`src/rtl/vidctl_pkg.sv`:
```
package vidctl_pkg;
    localparam int DATA_W    = 8;
    localparam int IDX_W     = 5;
    localparam int MA_W      = 14;
    localparam int NUM_CTRL  = 16;
    localparam int PEN_HI    = 16;
    localparam int PEN_LO    = 17;
    localparam int UPD_IDX   = 31;
    localparam int ST_UPD    = 7;
    localparam int ST_PEN    = 6;
    localparam int ST_VRT    = 5;

    // implemented-bit mask of each writable control register
    function automatic logic [DATA_W-1:0] ctrl_mask(input int idx);
        case (idx)
            0, 1, 2, 3, 13, 15: ctrl_mask = 8'hFF;
            4, 6, 7, 10:        ctrl_mask = 8'h7F;
            5, 9, 11:           ctrl_mask = 8'h1F;
            12, 14:             ctrl_mask = 8'h3F;
            default:            ctrl_mask = 8'h00;
        endcase
    endfunction

    typedef struct packed {
        logic            upd_rdy;
        logic            pen_full;
        logic [MA_W-1:0] pen_addr;
    } flag_state_t;
endpackage

```
`src/rtl/vidctl_bus_decode.sv`:
```
module vidctl_bus_decode #(
    parameter int IDX_W  = 5,
    parameter int DATA_W = 8
) (
    input  logic              clk,
    input  logic              rst_n,
    input  logic              bus_addr,
    input  logic              bus_cs,
    input  logic              bus_rnw,
    input  logic [DATA_W-1:0] bus_wdata,
    output logic [IDX_W-1:0]  idx,
    output logic              reg_wr,
    output logic              reg_rd
);
    typedef struct packed {
        logic [IDX_W-1:0] idx;
    } dec_state_t;

    dec_state_t state_d, state_q;
    logic       idx_wr;

    always_comb begin
        idx_wr  = bus_cs && !bus_addr && !bus_rnw;
        reg_wr  = bus_cs && bus_addr && !bus_rnw;
        reg_rd  = bus_cs && bus_addr && bus_rnw;
        state_d = state_q;
        if (idx_wr) begin
            state_d.idx = bus_wdata[IDX_W-1:0];
        end
    end

    always_ff @(posedge clk) begin
        if (!rst_n) begin
            state_q <= '0;
        end else begin
            state_q <= state_d;
        end
    end

    assign idx = state_q.idx;


    idx_load_chk: assert property (@(posedge clk) disable iff (!rst_n)
        (bus_cs && !bus_addr && !bus_rnw) |=> (idx == $past(bus_wdata[IDX_W-1:0])));


    idx_hold_chk: assert property (@(posedge clk) disable iff (!rst_n)
        !(bus_cs && !bus_addr && !bus_rnw) |=> $stable(idx));
endmodule

```
`src/rtl/vidctl_ctrl_regs.sv`:
```
module vidctl_ctrl_regs
    import vidctl_pkg::*;
#(
    parameter int NUM = 16,
    parameter int IDX_W = 5,
    parameter int DW = 8
) (
    input  logic                   clk,
    input  logic                   rst_n,
    input  logic                   wr_en,
    input  logic [IDX_W-1:0]       idx,
    input  logic [DW-1:0]          wdata,
    output logic [NUM-1:0][DW-1:0] regs
);
    genvar gi;
    generate
        for (gi = 0; gi < NUM; gi++) begin : g_reg
            localparam logic [DW-1:0] MASK = DW'(ctrl_mask(gi));
            logic [DW-1:0] val_d, val_q;

            always_comb begin
                val_d = val_q;
                if (wr_en && (idx == IDX_W'(gi))) begin
                    val_d = wdata & MASK;
                end
            end

            always_ff @(posedge clk) begin
                if (!rst_n) begin
                    val_q <= '0;
                end else begin
                    val_q <= val_d;
                end
            end

            assign regs[gi] = val_q;
        end
    endgenerate


    ctrl_hold_chk: assert property (@(posedge clk) disable iff (!rst_n)
        !wr_en |=> $stable(regs));
endmodule

```
`src/rtl/vidctl_pen_status.sv`:
```
module vidctl_pen_status
    import vidctl_pkg::*;
#(
    parameter int MW = 14,
    parameter int IDX_W = 5
) (
    input  logic             clk,
    input  logic             rst_n,
    input  logic             pen_strobe,
    input  logic             update_strobe,
    input  logic [MW-1:0]    scan_addr,
    input  logic [IDX_W-1:0] idx,
    input  logic             reg_wr,
    input  logic             reg_rd,
    output logic [MW-1:0]    pen_addr,
    output logic             pen_full,
    output logic             upd_rdy
);
    typedef struct packed {
        logic          upd_rdy;
        logic          pen_full;
        logic [MW-1:0] pen_addr;
    } st_t;

    st_t  st_d, st_q;
    logic pen_rd, upd_acc;

    always_comb begin
        pen_rd  = reg_rd && ((idx == IDX_W'(PEN_HI)) || (idx == IDX_W'(PEN_LO)));
        upd_acc = (reg_rd || reg_wr) && (idx == IDX_W'(UPD_IDX));
        st_d    = st_q;
        if (pen_rd) begin
            st_d.pen_full = 1'b0;
        end
        if (pen_strobe) begin
            st_d.pen_full = 1'b1;
            st_d.pen_addr = scan_addr;
        end
        if (upd_acc) begin
            st_d.upd_rdy = 1'b0;
        end
        if (update_strobe) begin
            st_d.upd_rdy = 1'b1;
        end
    end

    always_ff @(posedge clk) begin
        if (!rst_n) begin
            st_q <= '0;
        end else begin
            st_q <= st_d;
        end
    end

    assign pen_addr = st_q.pen_addr;
    assign pen_full = st_q.pen_full;
    assign upd_rdy  = st_q.upd_rdy;


    pen_capture_chk: assert property (@(posedge clk) disable iff (!rst_n)
        pen_strobe |=> (pen_full && (pen_addr == $past(scan_addr))));


    pen_clear_chk: assert property (@(posedge clk) disable iff (!rst_n)
        (pen_rd && !pen_strobe) |=> !pen_full);


    upd_clear_chk: assert property (@(posedge clk) disable iff (!rst_n)
        (upd_acc && !update_strobe) |=> !upd_rdy);


    pen_keep_chk: assert property (@(posedge clk) disable iff (!rst_n)
        (!pen_strobe && !pen_rd) |=> ($stable(pen_full) && $stable(pen_addr)));
endmodule

```
`src/rtl/vidctl_regbank.sv`:
```
module vidctl_regbank
    import vidctl_pkg::*;
(
    input  logic        clk,
    input  logic        rst_n,
    input  logic        bus_addr,
    input  logic        bus_cs,
    input  logic        bus_rnw,
    input  logic [7:0]  bus_wdata,
    output logic [7:0]  bus_rdata,
    input  logic        pen_strobe,
    input  logic        update_strobe,
    input  logic [13:0] scan_addr,
    input  logic        vretrace,
    output logic [7:0]  h_total,
    output logic [7:0]  h_disp,
    output logic [7:0]  hsync_pos,
    output logic [3:0]  hsync_width,
    output logic [3:0]  vsync_width,
    output logic [6:0]  v_total,
    output logic [4:0]  v_adjust,
    output logic [6:0]  v_disp,
    output logic [6:0]  vsync_pos,
    output logic [4:0]  max_scan,
    output logic [4:0]  cursor_start,
    output logic [1:0]  cursor_mode,
    output logic [4:0]  cursor_end,
    output logic [13:0] start_addr,
    output logic [13:0] cursor_addr
);
    localparam int HI_W = MA_W - DATA_W;

    logic [IDX_W-1:0]                 idx;
    logic                             reg_wr, reg_rd;
    logic [NUM_CTRL-1:0][DATA_W-1:0]  regs;
    logic [MA_W-1:0]                  pen_addr;
    logic                             pen_full, upd_rdy;

    vidctl_bus_decode #(.IDX_W(IDX_W), .DATA_W(DATA_W)) dec_i (
        .clk(clk), .rst_n(rst_n), .bus_addr(bus_addr), .bus_cs(bus_cs),
        .bus_rnw(bus_rnw), .bus_wdata(bus_wdata), .idx(idx),
        .reg_wr(reg_wr), .reg_rd(reg_rd)
    );

    vidctl_ctrl_regs #(.NUM(NUM_CTRL), .IDX_W(IDX_W), .DW(DATA_W)) regs_i (
        .clk(clk), .rst_n(rst_n), .wr_en(reg_wr), .idx(idx),
        .wdata(bus_wdata), .regs(regs)
    );

    vidctl_pen_status #(.MW(MA_W), .IDX_W(IDX_W)) pen_i (
        .clk(clk), .rst_n(rst_n), .pen_strobe(pen_strobe),
        .update_strobe(update_strobe), .scan_addr(scan_addr), .idx(idx),
        .reg_wr(reg_wr), .reg_rd(reg_rd), .pen_addr(pen_addr),
        .pen_full(pen_full), .upd_rdy(upd_rdy)
    );

    always_comb begin
        bus_rdata = '0;
        if (!bus_addr) begin
            bus_rdata[ST_UPD] = upd_rdy;
            bus_rdata[ST_PEN] = pen_full;
            bus_rdata[ST_VRT] = vretrace;
        end else if (idx < IDX_W'(NUM_CTRL)) begin
            bus_rdata = regs[idx[$clog2(NUM_CTRL)-1:0]];
        end else if (idx == IDX_W'(PEN_HI)) begin
            bus_rdata = DATA_W'(pen_addr[MA_W-1:DATA_W]);
        end else if (idx == IDX_W'(PEN_LO)) begin
            bus_rdata = pen_addr[DATA_W-1:0];
        end
    end

    assign h_total      = regs[0];
    assign h_disp       = regs[1];
    assign hsync_pos    = regs[2];
    assign hsync_width  = regs[3][3:0];
    assign vsync_width  = regs[3][7:4];
    assign v_total      = regs[4][6:0];
    assign v_adjust     = regs[5][4:0];
    assign v_disp       = regs[6][6:0];
    assign vsync_pos    = regs[7][6:0];
    assign max_scan     = regs[9][4:0];
    assign cursor_start = regs[10][4:0];
    assign cursor_mode  = regs[10][6:5];
    assign cursor_end   = regs[11][4:0];
    assign start_addr   = {regs[12][HI_W-1:0], regs[13]};
    assign cursor_addr  = {regs[14][HI_W-1:0], regs[15]};


    status_low_chk: assert property (@(posedge clk) disable iff (!rst_n)
        !bus_addr |-> ((bus_rdata[4:0] == 5'd0) && (bus_rdata[ST_VRT] == vretrace)));


    unimpl_read_chk: assert property (@(posedge clk) disable iff (!rst_n)
        (bus_addr && ((idx == 5'd8) || (idx > 5'd17))) |-> (bus_rdata == 8'd0));
endmodule

```
`config.mk`:
```
export PLATFORM = sky130hd
export DESIGN_NAME = vidctl_regbank
export DESIGN_NICKNAME = d
export VERILOG_FILES = /design/src/rtl/vidctl_pkg.sv /design/src/rtl/vidctl_bus_decode.sv /design/src/rtl/vidctl_ctrl_regs.sv /design/src/rtl/vidctl_pen_status.sv /design/src/rtl/vidctl_regbank.sv
export SDC_FILE = /design/constraint.sdc
export NUM_CORES = 1
export LEC_CHECK = 0
export ABC_AREA = 1
export BUFFER_PORTS_ARGS = -buffer_cell sky130_fd_sc_hd__clkbuf_2
export CORE_ASPECT_RATIO = 0.6
export CORE_UTILIZATION = 54
export CTS_BUF_LIST = sky130_fd_sc_hd__clkbuf_8 sky130_fd_sc_hd__clkbuf_16
export DETAILED_ROUTE_END_ITERATION = 10
export GPL_ROUTABILITY_DRIVEN = 0
export PLACE_DENSITY = 0.79
export SYNTH_ARGS = -nofsm -noshare
export SYNTH_HDL_FRONTEND = slang
export SYNTH_SLANG_ARGS = --single-unit
```
`constraint.sdc`:
```
create_clock -name clk -period 1.85 [get_ports clk]
set_input_delay 0.0925 -clock clk [delete_from_list [all_inputs] [get_ports clk]]
set_output_delay 0.0925 -clock clk [all_outputs]
set_load 0.01 [all_outputs]
```
==> impl_metrics.toml <==
[outcome]
violations = "setup timing"
status = "finished with violations"

[global_routing]
grt_use_total = 0.356
antenna_found_initial = 0
grt_pass1_vias = 5651
grt_first_pass_wirelength_um = 29700
grt_max_degree = 48
globalRouteOverflowTotal = 0

[critical_path]
startpoint_type = "flip-flop"
crit_chain = "inv_8, buf_6, nor2_2, o21ai_2, nand2_2, nand2_1, nand2_1, nor2_2, nor2_1, nor2_1, buf_2"
crit_fanout = 6
crit_type = "reg2out"
crit_required_ns = 1.76
slowest_delay_ns = 0.40
end_kind = "primary output"
cpMaxStageDelayCell = "dfxtp_4"
worstPathArrival_ns = 1.96

[clock_tree]
clockBufferDepth = 2
insertion_delay_ns = 0.42
root_buffer = "clkbuf_16"
ctsHtreeMaxLevel = 4
numCtsBuffers = 17
path_clk_slew_ns = 0.05
cts.sinks = 124
cts_tree = "yes"

[floorplanning]
ios = 141
dieArea_um2 = 11200
coreArea_um2 = 10200
rows = 28
die-height_um = 82.4
fp.dieW_um = 136
start_util = 0.573

[timing]
clock.fmax_ghz = 0.486
final.setup.worst_slack_ns = -0.207
skew_ns = 0.00465
fin_crit_sh = 1.11
max_slew_margin = 0.605
drv_slew = 0
hold_viol_final = 0
tightestPinTransition_ns = 0.592
period_needed_ns = 2.06
grt_setup_unrepaired = "yes"
setup_viol = 8

[synthesis]
avgSynthCellArea_um2 = 6.55
yosysTopAreaCell = "dfxtp_1"
synth_warnings = 0
ys_top_cells_by_count = "nand2_1 (208), nor2_1 (172), dfxtp_1 (124)"
synth-seq-cells = 124
synth_most_common_cell = "nand2_1"
mappedNetlistArea_um2 = 5820
syn_inst = 889
synth-seq-area-share = 0.427
synth-edff-count = 0
synthTopCellsByArea = "dfxtp_1 (43%), nand2_1 (13%), nor2_1 (11%)"
ys.flop_type = "dfxtp_1"
synth_top_area_share = 0.427
ys_types = 25
syn_nets = 919
synthArstFlopShare = 0

[layout]
drive_above_1_share = 0.266
syn_to_final_growth_pct = 31.8
n_antenna_cell = 0
finalNetCount = 1083
fin_cells = 1200

[worst_hold_path]
hold_class = "in2reg"

[power]
p_per_area_nw_per_um2 = 857
finalPower_mw = 6.57
vdd_drop_max_v = 0.000766
leakage_nw = 3.68

[detailed_routing]
dr.pass1.iters = 7
drc = 0
wl_per_cell_um = 16.5
via_count = 6723
drtIter0Drc = 902
routed_via_density = 5.60
antenna_left = 0
drt-total-wl_um = 19900

[placement]
port_buffers = 140
place_ws_ns = -0.0000552
dp.final_hpwl_um = 13500
placed_cells = 1141

[job]
maxCapViolCount = 0
-- layout make-up --
cell class	instances	area, µm²
Multi-Input combinational cell	639	2940
Sequential cell	124	2490
Fill cell	797	2490
Timing Repair Buffer	192	1220
Clock buffer	20	467
Inverter	79	307
Tap cell	135	169
Clock inverter	11	78.8
-- cells by family (layout without fill, tap and decap cells) --
family | Yosys count | count (layout) | synth area share
AOI/OAI and AO/OA | 205 | 205 | 0.179
and+or+nand+nor | 434 | 434 | 0.306
DFF | 124 | 124 | 0.427
buffers and inverters | 126 | 302 | 0.0884
-- worst max-delay path: cells and delay by family (launching register included) --
family / cells / cell delay, ns
compound gates: 1 / 0.16
buf+inv: 3 / 0.37
flops: 1 / 0.40
simple gates: 7 / 0.61
-- power by group --
part	switching, mW	internal, mW	leakage [nW]
sequential	0.0401	2.72	1.01
combinational	0.476	0.264	2.39
clock	1.16	1.91	0.285
-- metrics by stage --
stage                     utilization  instance area (µm²)  hold WS [ns]  setup TNS, ns
after floorplan                     -                 5820         0.210              0
after global placement          0.660                 6700         0.317              0
after detailed placement        0.660                 6700         0.322     -0.0000552
after CTS                       0.746                 7580      0.000559         -0.884
after global routing            0.755                 7670        0.0440          -1.99
final                           0.755                 7670        0.0373          -1.37
-- final timing paths --
check / start / endpoint / slack, ns / cells past startpoint
min: scan_addr[7] / pen_i.pen_addr[7]$_SDFFE_PN0P_ / 0.04 / 3
min reg2reg: pen_i.pen_addr[4]$_SDFFE_PN0P_ / pen_i.pen_addr[4]$_SDFFE_PN0P_ / 0.46 / 2
max: dec_i.idx[0]$_SDFFE_PN0P_ / bus_rdata[2] / -0.21 / 11
max reg2reg: dec_i.idx[0]$_SDFFE_PN0P_ / regs_i.g_reg[15].val_q[0]$_SDFFE_PN0P_ / 0.15 / 8
-- flip-flops by register name, summed over array words and instances, names as in the netlist --
register,count
pen_i.pen_full,1
dec_i.idx,5
pen_i.upd_rdy,1
pen_i.pen_addr,14
regs_i.g.val_q,103
-- layer usage --
metal / vias to the layer above / part of all wire / track usage / wire length [µm]
met3: 79 / 0.14 / 0.112 / 2830
met1: 2984 / 0.43 / 0.501 / 8510
met2: 498 / 0.40 / 0.502 / 7860
li1: 3162 / - / - / -
met4: 0 / 0.033 / 0.124 / 655
met5: - / 0 / 0.0463 / 0
-- repair_timing --
item / in CTS / in global routing
endpoints found under the setup margin: 10 / 24
gates cloned: 1 / 0
hold buffers: 14 / 0
pin swaps: 18 / 13
resized for setup: 33 / 36
buffers inserted: 11 / 3
hold endpoints to repair: 14 / 0
-- cells in the final DEF, fill, tap and decap left out, types with 3 or more instances in the layout --
cell type	n
nand3_1	22
inv_1	60
nor2_1	165
nand2_2	13
dfxtp_1	120
o21ai_0	101
nor2_4	9
o21ai_1	26
o21ai_2	3
buf_4	26
dlygate4sd3_1	14
nor2_2	14
o211ai_1	5
nand2_4	3
buf_12	5
nand2_1	197
buf_6	6
inv_2	20
a21oi_1	65
clkbuf_16	17
clkbuf_2	134
clkinv_2	6
clkbuf_8	3
buf_2	6
Power figures use the tool's default switching activity.
